--- config.mk ---
export PLATFORM = sky130hd
export DESIGN_NAME = rx_bd_ring
export DESIGN_NICKNAME = d
export VERILOG_FILES = /design/src/rtl/rx_bd_pkg.sv /design/src/rtl/rx_bd_cfg.sv /design/src/rtl/rx_bd_crc.sv /design/src/rtl/rx_bd_len.sv /design/src/rtl/rx_bd_ring.sv
export SDC_FILE = /design/constraint.sdc
export NUM_CORES = 1
export LEC_CHECK = 0
export BUFFER_PORTS_ARGS = -buffer_cell sky130_fd_sc_hd__buf_2
export CAP_MARGIN = 20
export CORE_MARGIN = 4
export CORE_UTILIZATION = 60
export DETAILED_ROUTE_END_ITERATION = 10
export PLACE_DENSITY = 0.86
export SLEW_MARGIN = 40
export SYNTH_ARGS = -nofsm -noshare
export SYNTH_HDL_FRONTEND = slang
export SYNTH_SLANG_ARGS = --single-unit
export TNS_END_PERCENT = 5
--- constraint.sdc ---
create_clock -name clk -period 5.05 [get_ports clk]
set_input_delay 0 -clock clk [delete_from_list [all_inputs] [get_ports clk]]
set_output_delay 0 -clock clk [all_outputs]
set_load 0.01 [all_outputs]
--- src/rtl/rx_bd_pkg.sv ---
package rx_bd_pkg;
  localparam int LEN_W = 16;

  // Bit positions inside the 16-bit descriptor flag field
  localparam int FLG_E  = 15;
  localparam int FLG_W  = 13;
  localparam int FLG_L  = 11;
  localparam int FLG_LG = 5;
  localparam int FLG_TR = 0;

  // Register addresses
  localparam logic [2:0] CFG_RING   = 3'd0;
  localparam logic [2:0] CFG_MAXBUF = 3'd1;
  localparam logic [2:0] CFG_RCTL   = 3'd2;
  localparam logic [2:0] CFG_HARD   = 3'd3;
  localparam logic [2:0] CFG_OPT    = 3'd4;
  localparam logic [2:0] CFG_POLL   = 3'd5;

  typedef enum logic [3:0] {
    ST_IDLE, ST_POLL_A, ST_POLL_B, ST_POLL_C,
    ST_FET_A, ST_FET_B, ST_FET_C, ST_FET_D,
    ST_STORE, ST_CLOSE, ST_SKIP
  } st_t;

  typedef enum logic [1:0] {PH_PAD, PH_DATA, PH_CRC} ph_t;
endpackage

--- src/rtl/rx_bd_cfg.sv ---
module rx_bd_cfg
  import rx_bd_pkg::*;
#(
  parameter int ADDR_W = 16
) (
  input  logic              clk,
  input  logic              rst,
  input  logic              we,
  input  logic [2:0]        addr,
  input  logic [31:0]       wdata,
  output logic [ADDR_W-1:0] ring_base,
  output logic [LEN_W-1:0]  max_buf,
  output logic [LEN_W-1:0]  soft_lim,
  output logic [LEN_W-1:0]  hard_lim,
  output logic              shift16,
  output logic              poll_pulse,
  output logic              reload_pulse
);
  localparam logic [LEN_W-1:0]  MAXBUF_MASK = LEN_W'(16'h3FF0);
  localparam logic [LEN_W-1:0]  HARD_MASK   = LEN_W'(16'h3FFF);
  localparam logic [ADDR_W-1:0] RING_MASK   = ~ADDR_W'(7);

  always_ff @(posedge clk) begin
    if (rst) begin
      ring_base    <= '0;
      max_buf      <= '0;
      soft_lim     <= LEN_W'(16'h05EE);
      hard_lim     <= LEN_W'(16'h07FF);
      shift16      <= 1'b0;
      poll_pulse   <= 1'b0;
      reload_pulse <= 1'b0;
    end else begin
      poll_pulse   <= we && (addr == CFG_RING || addr == CFG_POLL);
      reload_pulse <= we && (addr == CFG_RING);
      if (we) begin
        case (addr)
          CFG_RING:   ring_base <= wdata[ADDR_W-1:0] & RING_MASK;
          CFG_MAXBUF: max_buf   <= wdata[LEN_W-1:0] & MAXBUF_MASK;
          CFG_RCTL:   soft_lim  <= wdata[31:16];
          CFG_HARD:   hard_lim  <= wdata[LEN_W-1:0] & HARD_MASK;
          CFG_OPT:    shift16   <= wdata[0];
          default: ;
        endcase
      end
    end
  end

  // the kept buffer size never has a low nibble
  p_maxbuf_mask_r10: assert property (@(posedge clk) disable iff (rst)
    max_buf[3:0] == 4'h0);
endmodule

--- src/rtl/rx_bd_crc.sv ---
module rx_bd_crc #(
  parameter logic [31:0] POLY = 32'hEDB88320
) (
  input  logic        clk,
  input  logic        rst,
  input  logic        clr,
  input  logic        en,
  input  logic [7:0]  din,
  output logic [31:0] crc_out
);
  logic [31:0] state_q, state_d;

  always_comb begin
    state_d = state_q ^ {24'h0, din};
    for (int b = 0; b < 8; b++) begin
      state_d = state_d[0] ? ((state_d >> 1) ^ POLY) : (state_d >> 1);
    end
  end

  always_ff @(posedge clk) begin
    if (rst || clr)  state_q <= '1;
    else if (en)     state_q <= state_d;
  end

  assign crc_out = ~state_q;
endmodule

--- src/rtl/rx_bd_len.sv ---
module rx_bd_len
  import rx_bd_pkg::*;
(
  input  logic             clk,
  input  logic             rst,
  input  logic             clr,
  input  logic             inc_total,
  input  logic             inc_stored,
  input  logic [LEN_W-1:0] hard_lim,
  input  logic [LEN_W-1:0] soft_lim,
  output logic             room,
  output logic             flag_tr,
  output logic             flag_lg
);
  logic [LEN_W-1:0] total_q, stored_q;

  always_ff @(posedge clk) begin
    if (rst || clr) begin
      total_q  <= '0;
      stored_q <= '0;
    end else begin
      if (inc_total)  total_q  <= total_q + 1'b1;
      if (inc_stored) stored_q <= stored_q + 1'b1;
    end
  end

  assign room    = stored_q < hard_lim;
  assign flag_tr = total_q > hard_lim;
  assign flag_lg = flag_tr || (stored_q > soft_lim);

  // the stored count never exceeds the count of bytes seen
  p_stored_le_total_r2: assert property (@(posedge clk) disable iff (rst)
    stored_q <= total_q);
endmodule

--- src/rtl/rx_bd_ring.sv ---
module rx_bd_ring
  import rx_bd_pkg::*;
#(
  parameter int ADDR_W = 16
) (
  input  logic              clk,
  input  logic              rst,
  input  logic              cfg_we,
  input  logic [2:0]        cfg_addr,
  input  logic [31:0]       cfg_wdata,
  input  logic              in_valid,
  input  logic [7:0]        in_data,
  input  logic              in_last,
  output logic              in_ready,
  output logic              mem_req,
  output logic              mem_we,
  output logic [ADDR_W-3:0] mem_addr,
  output logic [31:0]       mem_wdata,
  output logic [3:0]        mem_be,
  input  logic [31:0]       mem_rdata,
  output logic              rx_active,
  output logic              ev_rxb,
  output logic              ev_rxf
);
  localparam int WA_W = ADDR_W - 2;

  logic [ADDR_W-1:0] ring_base;
  logic [LEN_W-1:0]  max_buf, soft_lim, hard_lim;
  logic              shift16, poll_pulse, reload_pulse;

  rx_bd_cfg #(.ADDR_W(ADDR_W)) u_cfg (
    .clk(clk), .rst(rst), .we(cfg_we), .addr(cfg_addr), .wdata(cfg_wdata),
    .ring_base(ring_base), .max_buf(max_buf), .soft_lim(soft_lim),
    .hard_lim(hard_lim), .shift16(shift16), .poll_pulse(poll_pulse),
    .reload_pulse(reload_pulse)
  );

  st_t               state;
  ph_t               phase;
  logic [1:0]        idx;
  logic [ADDR_W-1:0] ptr, buf_addr;
  logic [LEN_W-1:0]  buf_cnt;
  logic              d_wrap, d_empty, close_last;
  logic              poll_pend, reload_pend;

  logic        frame_start, cur_avail, buf_full, need_close, take;
  logic        room, flag_tr, flag_lg;
  logic [7:0]  cur_byte;
  logic [31:0] crc_val, crc_sh;
  logic [ADDR_W-1:0] byte_addr;
  logic [15:0] wb_flags;
  logic        rdata_unused;

  assign rdata_unused = ^mem_rdata;

  assign frame_start = (state == ST_IDLE) && !poll_pend && in_valid && rx_active;
  assign cur_avail   = (phase != PH_DATA) || in_valid;
  assign buf_full    = buf_cnt >= max_buf;
  assign need_close  = (state == ST_STORE) && cur_avail && room && buf_full;
  assign take        = (state == ST_STORE) && cur_avail && !(room && buf_full);
  assign in_ready    = (state == ST_SKIP) ||
                       ((state == ST_STORE) && (phase == PH_DATA) && !(room && buf_full));
  assign crc_sh      = crc_val << {idx, 3'b000};
  assign byte_addr   = buf_addr + ADDR_W'(buf_cnt);

  always_comb begin
    case (phase)
      PH_PAD:  cur_byte = 8'h00;
      PH_DATA: cur_byte = in_data;
      default: cur_byte = crc_sh[31:24];
    endcase
  end

  always_comb begin
    wb_flags = '0;
    wb_flags[FLG_W] = d_wrap;
    if (close_last) begin
      wb_flags[FLG_L]  = 1'b1;
      wb_flags[FLG_TR] = flag_tr;
      wb_flags[FLG_LG] = flag_lg;
    end
  end

  rx_bd_crc u_crc (
    .clk(clk), .rst(rst), .clr(frame_start),
    .en(take && (phase == PH_DATA)), .din(in_data), .crc_out(crc_val)
  );

  rx_bd_len u_len (
    .clk(clk), .rst(rst), .clr(frame_start),
    .inc_total(take), .inc_stored(take && room),
    .hard_lim(hard_lim), .soft_lim(soft_lim),
    .room(room), .flag_tr(flag_tr), .flag_lg(flag_lg)
  );

  always_ff @(posedge clk) begin
    if (rst) begin
      state       <= ST_IDLE;
      phase       <= PH_DATA;
      idx         <= '0;
      ptr         <= '0;
      buf_addr    <= '0;
      buf_cnt     <= '0;
      d_wrap      <= 1'b0;
      d_empty     <= 1'b0;
      close_last  <= 1'b0;
      poll_pend   <= 1'b0;
      reload_pend <= 1'b0;
      rx_active   <= 1'b0;
      ev_rxb      <= 1'b0;
      ev_rxf      <= 1'b0;
      mem_req     <= 1'b0;
      mem_we      <= 1'b0;
      mem_addr    <= '0;
      mem_wdata   <= '0;
      mem_be      <= '0;
    end else begin
      mem_req <= 1'b0;
      mem_we  <= 1'b0;
      ev_rxb  <= 1'b0;
      ev_rxf  <= 1'b0;
      case (state)
        ST_IDLE: begin
          if (poll_pend) begin
            if (reload_pend) ptr <= ring_base;
            poll_pend   <= 1'b0;
            reload_pend <= 1'b0;
            state       <= ST_POLL_A;
          end else if (in_valid) begin
            if (rx_active) begin
              phase <= shift16 ? PH_PAD : PH_DATA;
              idx   <= '0;
              state <= ST_FET_A;
            end else begin
              state <= ST_SKIP;
            end
          end
        end
        ST_POLL_A: begin
          mem_req  <= 1'b1;
          mem_addr <= ptr[ADDR_W-1:2];
          state    <= ST_POLL_B;
        end
        ST_POLL_B: state <= ST_POLL_C;
        ST_POLL_C: begin
          rx_active <= mem_rdata[16+FLG_E];
          state     <= ST_IDLE;
        end
        ST_FET_A: begin
          mem_req  <= 1'b1;
          mem_addr <= ptr[ADDR_W-1:2];
          state    <= ST_FET_B;
        end
        ST_FET_B: begin
          mem_req  <= 1'b1;
          mem_addr <= ptr[ADDR_W-1:2] + WA_W'(1);
          state    <= ST_FET_C;
        end
        ST_FET_C: begin
          d_empty <= mem_rdata[16+FLG_E];
          d_wrap  <= mem_rdata[16+FLG_W];
          state   <= ST_FET_D;
        end
        ST_FET_D: begin
          buf_addr <= mem_rdata[ADDR_W-1:0];
          buf_cnt  <= '0;
          if (d_empty) begin
            state <= ST_STORE;
          end else begin
            rx_active <= 1'b0;
            state     <= (phase == PH_DATA) ? ST_SKIP : ST_IDLE;
          end
        end
        ST_STORE: begin
          if (need_close) begin
            close_last <= 1'b0;
            state      <= ST_CLOSE;
          end else if (take) begin
            if (room) begin
              mem_req   <= 1'b1;
              mem_we    <= 1'b1;
              mem_addr  <= byte_addr[ADDR_W-1:2];
              mem_be    <= 4'b0001 << byte_addr[1:0];
              mem_wdata <= {4{cur_byte}};
              buf_cnt   <= buf_cnt + 1'b1;
            end
            case (phase)
              PH_PAD: begin
                idx <= idx + 1'b1;
                if (idx == 2'd1) begin
                  phase <= PH_DATA;
                  idx   <= '0;
                end
              end
              PH_DATA: if (in_last) begin
                phase <= PH_CRC;
                idx   <= '0;
              end
              default: begin
                idx <= idx + 1'b1;
                if (idx == 2'd3) begin
                  close_last <= 1'b1;
                  state      <= ST_CLOSE;
                end
              end
            endcase
          end
        end
        ST_CLOSE: begin
          mem_req   <= 1'b1;
          mem_we    <= 1'b1;
          mem_be    <= 4'hF;
          mem_addr  <= ptr[ADDR_W-1:2];
          mem_wdata <= {wb_flags, buf_cnt};
          ev_rxf    <= close_last;
          ev_rxb    <= !close_last;
          ptr       <= d_wrap ? ring_base : ptr + ADDR_W'(8);
          state     <= close_last ? ST_POLL_A : ST_FET_A;
        end
        ST_SKIP: if (in_valid && in_last) state <= ST_IDLE;
        default: state <= ST_IDLE;
      endcase
      if (poll_pulse)   poll_pend   <= 1'b1;
      if (reload_pulse) reload_pend <= 1'b1;
    end
  end

  // one buffer closes at a time
  p_one_event_r5: assert property (@(posedge clk) disable iff (rst)
    !(ev_rxb && ev_rxf));
  // a frame event only follows a descriptor write-back
  p_rxf_after_close_r5: assert property (@(posedge clk) disable iff (rst)
    ev_rxf |-> (mem_req && mem_we && mem_be == 4'hF));
  // a buffer is never filled past its size
  p_buf_bound_r4: assert property (@(posedge clk) disable iff (rst)
    (state == ST_STORE) |-> (buf_cnt <= max_buf));
  // data stores touch one byte lane
  p_byte_lane_r4: assert property (@(posedge clk) disable iff (rst)
    (mem_req && mem_we && mem_be != 4'hF) |-> ($countones(mem_be) == 1));
  // discarding input never writes memory
  p_skip_quiet_r11: assert property (@(posedge clk) disable iff (rst)
    (state == ST_SKIP) |-> !mem_we);
endmodule

* Word level (Yosys, flattened, before mapping) *
Cells that the tools add are included.
W data, S select, Z words.

word-level totals
  bits in registers = 236
  input bits = 80
  word-level logic and storage cells = 225

cells by class
  $add $sub $neg = 7
  order comparisons = 4
  equality and inequality tests = 37
  shift-type cells = 2
  muxes and demuxes = 79
  bitwise logic cells = 11
  reduce and logical (&&, ||, !) cells = 56

operators with widths
  operator                 number
  $mux W32                 11
  $not A13 Y14             8
  $mux W16                 6
  $pmux W16 S2             2
  $pmux W32 S2             1
  $mux W4                  13
  $add A16 B1 Y16 const B  3
  $mux W14                 3
  $pmux W14 S3             1
  $pmux W4 S10             1
  $not A32 Y32             1
  $shl A32 B5 Y32          1
  $xor A32 B8 Y32          1
  $mux W2                  14
  $reduce_bool A2 Y1       10
  $ne A2 B2 Y1 const B     9
  $mux W1                  17
  $add A16 B16 Y16         1
  $add A16 B4 Y16 const B  1
  $eq A4 B3 Y1 const B     4
  $ge A16 B14 Y1           1
  $gt A16 B14 Y1           1
  $gt A16 B16 Y1           1
  $lt A16 B14 Y1           1
  other kinds (37)         84

* Logic depth before layout (Yosys ltp) *
  word-level depth = 17
  mapped depth = 10
  mapped depth without buffers = 9

* Modules after synthesis *
From an unflattened synthesis, not the netlist that was laid out.

unflattened totals
  cells, all modules = 1630
  area, all modules = 13800.7 um^2

by module, submodules not included
  module      times used  cells an instance  area an instance (um^2)
  rx_bd_ring  1           869                6890.4
  rx_bd_len   1           305                2509.9
  rx_bd_cfg   1           246                2461.1
  rx_bd_crc   1           210                1939.4

* Worst setup path before layout *
Ideal clock, no wire load.

  path type = reg2reg
  start point = register u_cfg.max_buf[12]
  end point = register u_len.stored_q[7]
  library setup time = 0.059 ns
  arrival = 2.502 ns
  required time = 4.991 ns
  slack = 2.489 ns
  cell stages (with the launch flop) = 11
  buffers on the path = 1
  clock period less this slack = 2.561 ns
  cells stage by stage = dfxtp_1 -> inv_1 -> ha_1 -> a21o_1 -> a2111oi_2 -> nand3_2 -> a211oi_4 -> nand4_1 -> buf_2 -> or4_1 -> nand2_1

between the ends
  cells in the longest elaborated chain, start to end = 5

RTL lines
  element                   line              RTL
  start: declaration        rx_bd_cfg.sv:12   output logic [LEN_W-1:0] max_buf,
  start signal: assignment  rx_bd_cfg.sv:38   CFG_MAXBUF: max_buf <= wdata[LEN_W-1:0] & MAXBUF_MASK;
  $ge A16 B14 Y1            rx_bd_ring.sv:58  assign buf_full = buf_cnt >= max_buf;
  $logic_and A1 B1 Y1       rx_bd_ring.sv:60  assign take = (state == ST_STORE) && cur_avail && !(room && buf_full);
  $logic_not A1 Y1          rx_bd_ring.sv:60
  $logic_and A1 B1 Y1       rx_bd_ring.sv:60
  $logic_and A1 B1 Y1       rx_bd_ring.sv:91  .inc_total(take), .inc_stored(take && room),
  end signal: assignment    rx_bd_len.sv:23   if (inc_stored) stored_q <= stored_q + 1'b1;
  end: declaration          rx_bd_len.sv:15   logic [LEN_W-1:0] total_q, stored_q;

No other way between the ends.
A chain may end at the register's enable or synchronous reset.

* Worst setup path in the final report *
  start point = register buf_cnt[4]
  end point = output port in_ready

between the ends
  cells in the longest elaborated chain, start to end = 5

RTL lines
  element                   line               RTL
  start: declaration        rx_bd_ring.sv:42   logic [LEN_W-1:0] buf_cnt;
  start signal: assignment  rx_bd_ring.sv:185  buf_cnt <= buf_cnt + 1'b1;
  $ge A16 B14 Y1            rx_bd_ring.sv:58
  $logic_and A1 B1 Y1       rx_bd_ring.sv:62   ((state == ST_STORE) && (phase == PH_DATA) && !(room && buf_full));
  $logic_not A1 Y1          rx_bd_ring.sv:62
  $logic_and A1 B1 Y1       rx_bd_ring.sv:62
  $logic_or A1 B1 Y1        rx_bd_ring.sv:61   assign in_ready = (state == ST_SKIP) ||
  end: declaration          rx_bd_ring.sv:14   output logic in_ready,

No other way between the ends.

==> results.yml <==
status:
  outcome: "complete, no violations"
timing:
  max-slew-margin-rel: 0.470
  finalMaxSlewViolations: 0
  fmaxAchievable_mhz: 279
  worst_slew_pin_tran_ps: 795
  setup-tns-final_ps: 0
  worst_clock_skew_ps: 19.5
  grt_setup_unrepaired: "no"
  timing.final.setup_violations: 0
  portion_of_the_clock_cycle_consumed_by_the_worst_path_in_the_final_layout: 0.709
  period_minus_slack_ps: 3580
  timing_hold_violations_final: 0
global_routing:
  grt_antenna_before_repair: 4
  largest_net_degree_at_the_start_of_global_routing: 97
  grt_pass1_vias: 11613
  grt.overflow.total: 0
  wire_length_of_the_first_global_routing_pass_um: 59600
  grt_use_total: 0.321
final_layout:
  post-route-util: 0.729
  finish.cell_count_without_fillers: 1937
  num-nets-final: 1802
  post_route_cells_drive_above_1_share: 0.133
  flow.area_growth_from_synthesis_pct: 19.9
hold_path:
  worst_hold_path_type: "input pin to register"
  holdPathStages: 3
pwr:
  vdd_drop_max_v: 0.000236
  total_power_per_unit_cell_area_mw_per_mm2: 352
  p_leak_nw: 5.98
synthesis:
  yosys.area.top_type: "dfxtp_1"
  syn-instance-count: 1485
  synth_seq_cells: 228
  mappedNetlistNets: 1642
  mappedNetlistArea_sq_mm: 0.0123
  synth-main-ff-cell: "dfxtp_1"
  sequential_cell_area_fraction_in_the_yosys_report: 0.371
  synth.top_cell.area_share: 0.371
  avgSynthCellArea_sq_um: 8.29
  post_synth_main_area_contributors: "dfxtp_1, ha_1, nand2_1"
  yosysWarnings: 0
  synth-async-reset-ratio: 0
  synth-edff-count: 0
  synth.lib_cells_used.distinct: 78
die:
  dieWidth_um: 151
  placementRows: 52
  start_util: 0.608
  num_io_pins: 136
  die-area_sq_mm: 0.0229
  core_sq_mm: 0.0202
  dieHeight_um: 151
worst_setup_path:
  timing_worst_setup_path_type: "register to output pin"
  cp_data_arrival_time_ps: 3580
  crit_required_ps: 5050
  setup.worst_path.end_class: "output pin"
  critical_path.max_fanout: 8
  r2r_cells: 9
  critical_path_startpoint_category: "register"
clock_network:
  cts.sink_count: 228
  clock_tree_from_tritoncts: "built"
  cts.repair.resized: 0
  clk_latency_ps: 530
  cts_buffers: 24
  clock_path_buffers: 3
  cts.root.buffer_cell: "clkbuf_16"
  clock_transition_at_the_register_clock_pins_on_the_worst_setup_and_hold_paths_after_cts_ps: 60
  cts_htree_levels: 1
placement:
  port_buffers: 121
  detailedPlacementHpwl_um: 23200
  gp_congestion: 0.905
  placed_cells: 1806
routing:
  routed_via_density: 6.24
  routed_wire_length_per_instance_um: 19.4
  drt-total-wl_um: 37500
  dr.first_iter.drc_count: 1325
  drtPass1Iterations: 6
  remaining_number_of_nets_flagged_by_the_antenna_check_after_routing: 0
  detail_route.drc_violations: 0
  total_vias_in_the_final_route: 12087
job:
  maxCapViolations: 0
-- where the power goes --
group          switching, W  internal (W)  total, W
sequential         0.000140       0.00193   0.00207
clock              0.000787       0.00108   0.00187
combinational      0.000767      0.000480   0.00125
total               0.00169       0.00349   0.00519
-- through the flow --
step           hold slack, ps  instance area, sq um  setup WS [ps]  total power (W)
2_1_floorplan             128                 12300           2490          0.00290
3_3_place_gp              228                 13000           1710          0.00320
3_5_place_dp              232                 13100           1610          0.00324
4_1_cts                  53.4                 14700           1560          0.00512
5_1_grt                   105                 14800           1300          0.00539
6_report                 96.7                 14800           1470          0.00519
-- per-layer routing --
layer,routed length [um],part of all wire,global-route usage
met1,13900,0.37,0.392
met4,2500,0.067,0.164
met3,3130,0.083,0.0521
met2,18100,0.48,0.546
met5,0,0,0
-- cell usage in the layout (no fill, tap or decap), types with 58 or more instances in the layout --
| master | n |
|---|---|
| nor2_1 | 126 |
| dfxtp_1 | 228 |
| xnor2_1 | 58 |
| ha_1 | 76 |
| buf_2 | 120 |
| a21oi_1 | 114 |
| o211ai_1 | 64 |
| inv_1 | 59 |
| nand2_1 | 247 |
| dlygate4sd3_1 | 82 |
-- logic make-up (layout without fill, tap and decap cells) --
group,after synthesis,after routing,synth area share
simple gates,552,552,0.204
compound gates,367,367,0.202
flops,228,228,0.371
buf+inv,143,321,0.0471
xor+xnor,100,100,0.0742
fa+ha+maj,77,77,0.0789
mux,18,18,0.0228
other cells,0,4,0
-- cells in the mapped netlist, drive strengths merged (3+ instances only) --
cell type / n
and2: 4
nor3: 33
a311oi: 9
nor2b: 6
nand3: 27
nor2: 129
o211ai: 64
or3: 15
nor4: 7
mux4: 8
a31oi: 18
o311ai: 3
inv: 59
o31ai: 12
a21oi: 114
clkbuf: 63
nand2: 249
and4: 4
nand2b: 18
buf: 19
o2111ai: 8
or4: 11
a21o: 19
a2111oi: 11
xor2: 39
and3: 8
o21a: 7
or2: 4
o221ai: 3
ha: 76
a211oi: 19
o21bai: 4
o41ai: 4
nor3b: 11
a22oi: 6
dfxtp: 228
mux2i: 10
nand4: 19
xnor2: 61
o21ai: 48
-- layout make-up --
type                       instances  area (sq um)
multi-input combinational       1114          7240
fill                            1336          5480
timing repair buffer             216          1530
clock buffer                      31           698
clock inverter                    13           133
sequential                       228          4560
antenna                            4          10.0
inverter                          61           229
tap                              270           338
-- state kept, by name, summed over array words and instances (netlist names), 13 cells and up --
register	flops
buf_addr	16
mem_addr	14
u_crc.state_q	32
buf_cnt	16
u_len.total_q	16
u_cfg.hard_lim	14
ptr	13
u_cfg.ring_base	13
u_cfg.soft_lim	16
mem_wdata	27
u_len.stored_q	16
-- path summary, 6_finish.rpt --
path                                      start                              to  slack, ps
hold reg to reg   u_cfg.reload_pulse$_SDFF_PP0_        reload_pend$_SDFFE_PP0P_        460
hold / removal                       in_data[7]      mem_wdata[23]$_SDFFE_PP0P_        100
setup / recovery        buf_cnt[4]$_SDFFE_PP0P_                        in_ready       1470
setup reg to reg        buf_cnt[4]$_SDFFE_PP0P_  u_crc.state_q[10]$_SDFFE_PP1P_       1510
-- what timing repair did --
item | in CTS | in global routing
endpoints found under the hold margin | 95 | 0
buffers inserted | 0 | 0
hold buffers | 82 | 0
-- worst max-delay path: stages (launching register included) --
cell and delay, ps:
dfxtp_1 430, inv_1 110, ha_1 280, nor4bb_1 250, o221ai_1 180, a31oi_1 580
nor2b_1 240, nor2_1 450, o21ai_0 310, buf_2 220
Note: power is estimated with default switching activity, not from simulation.
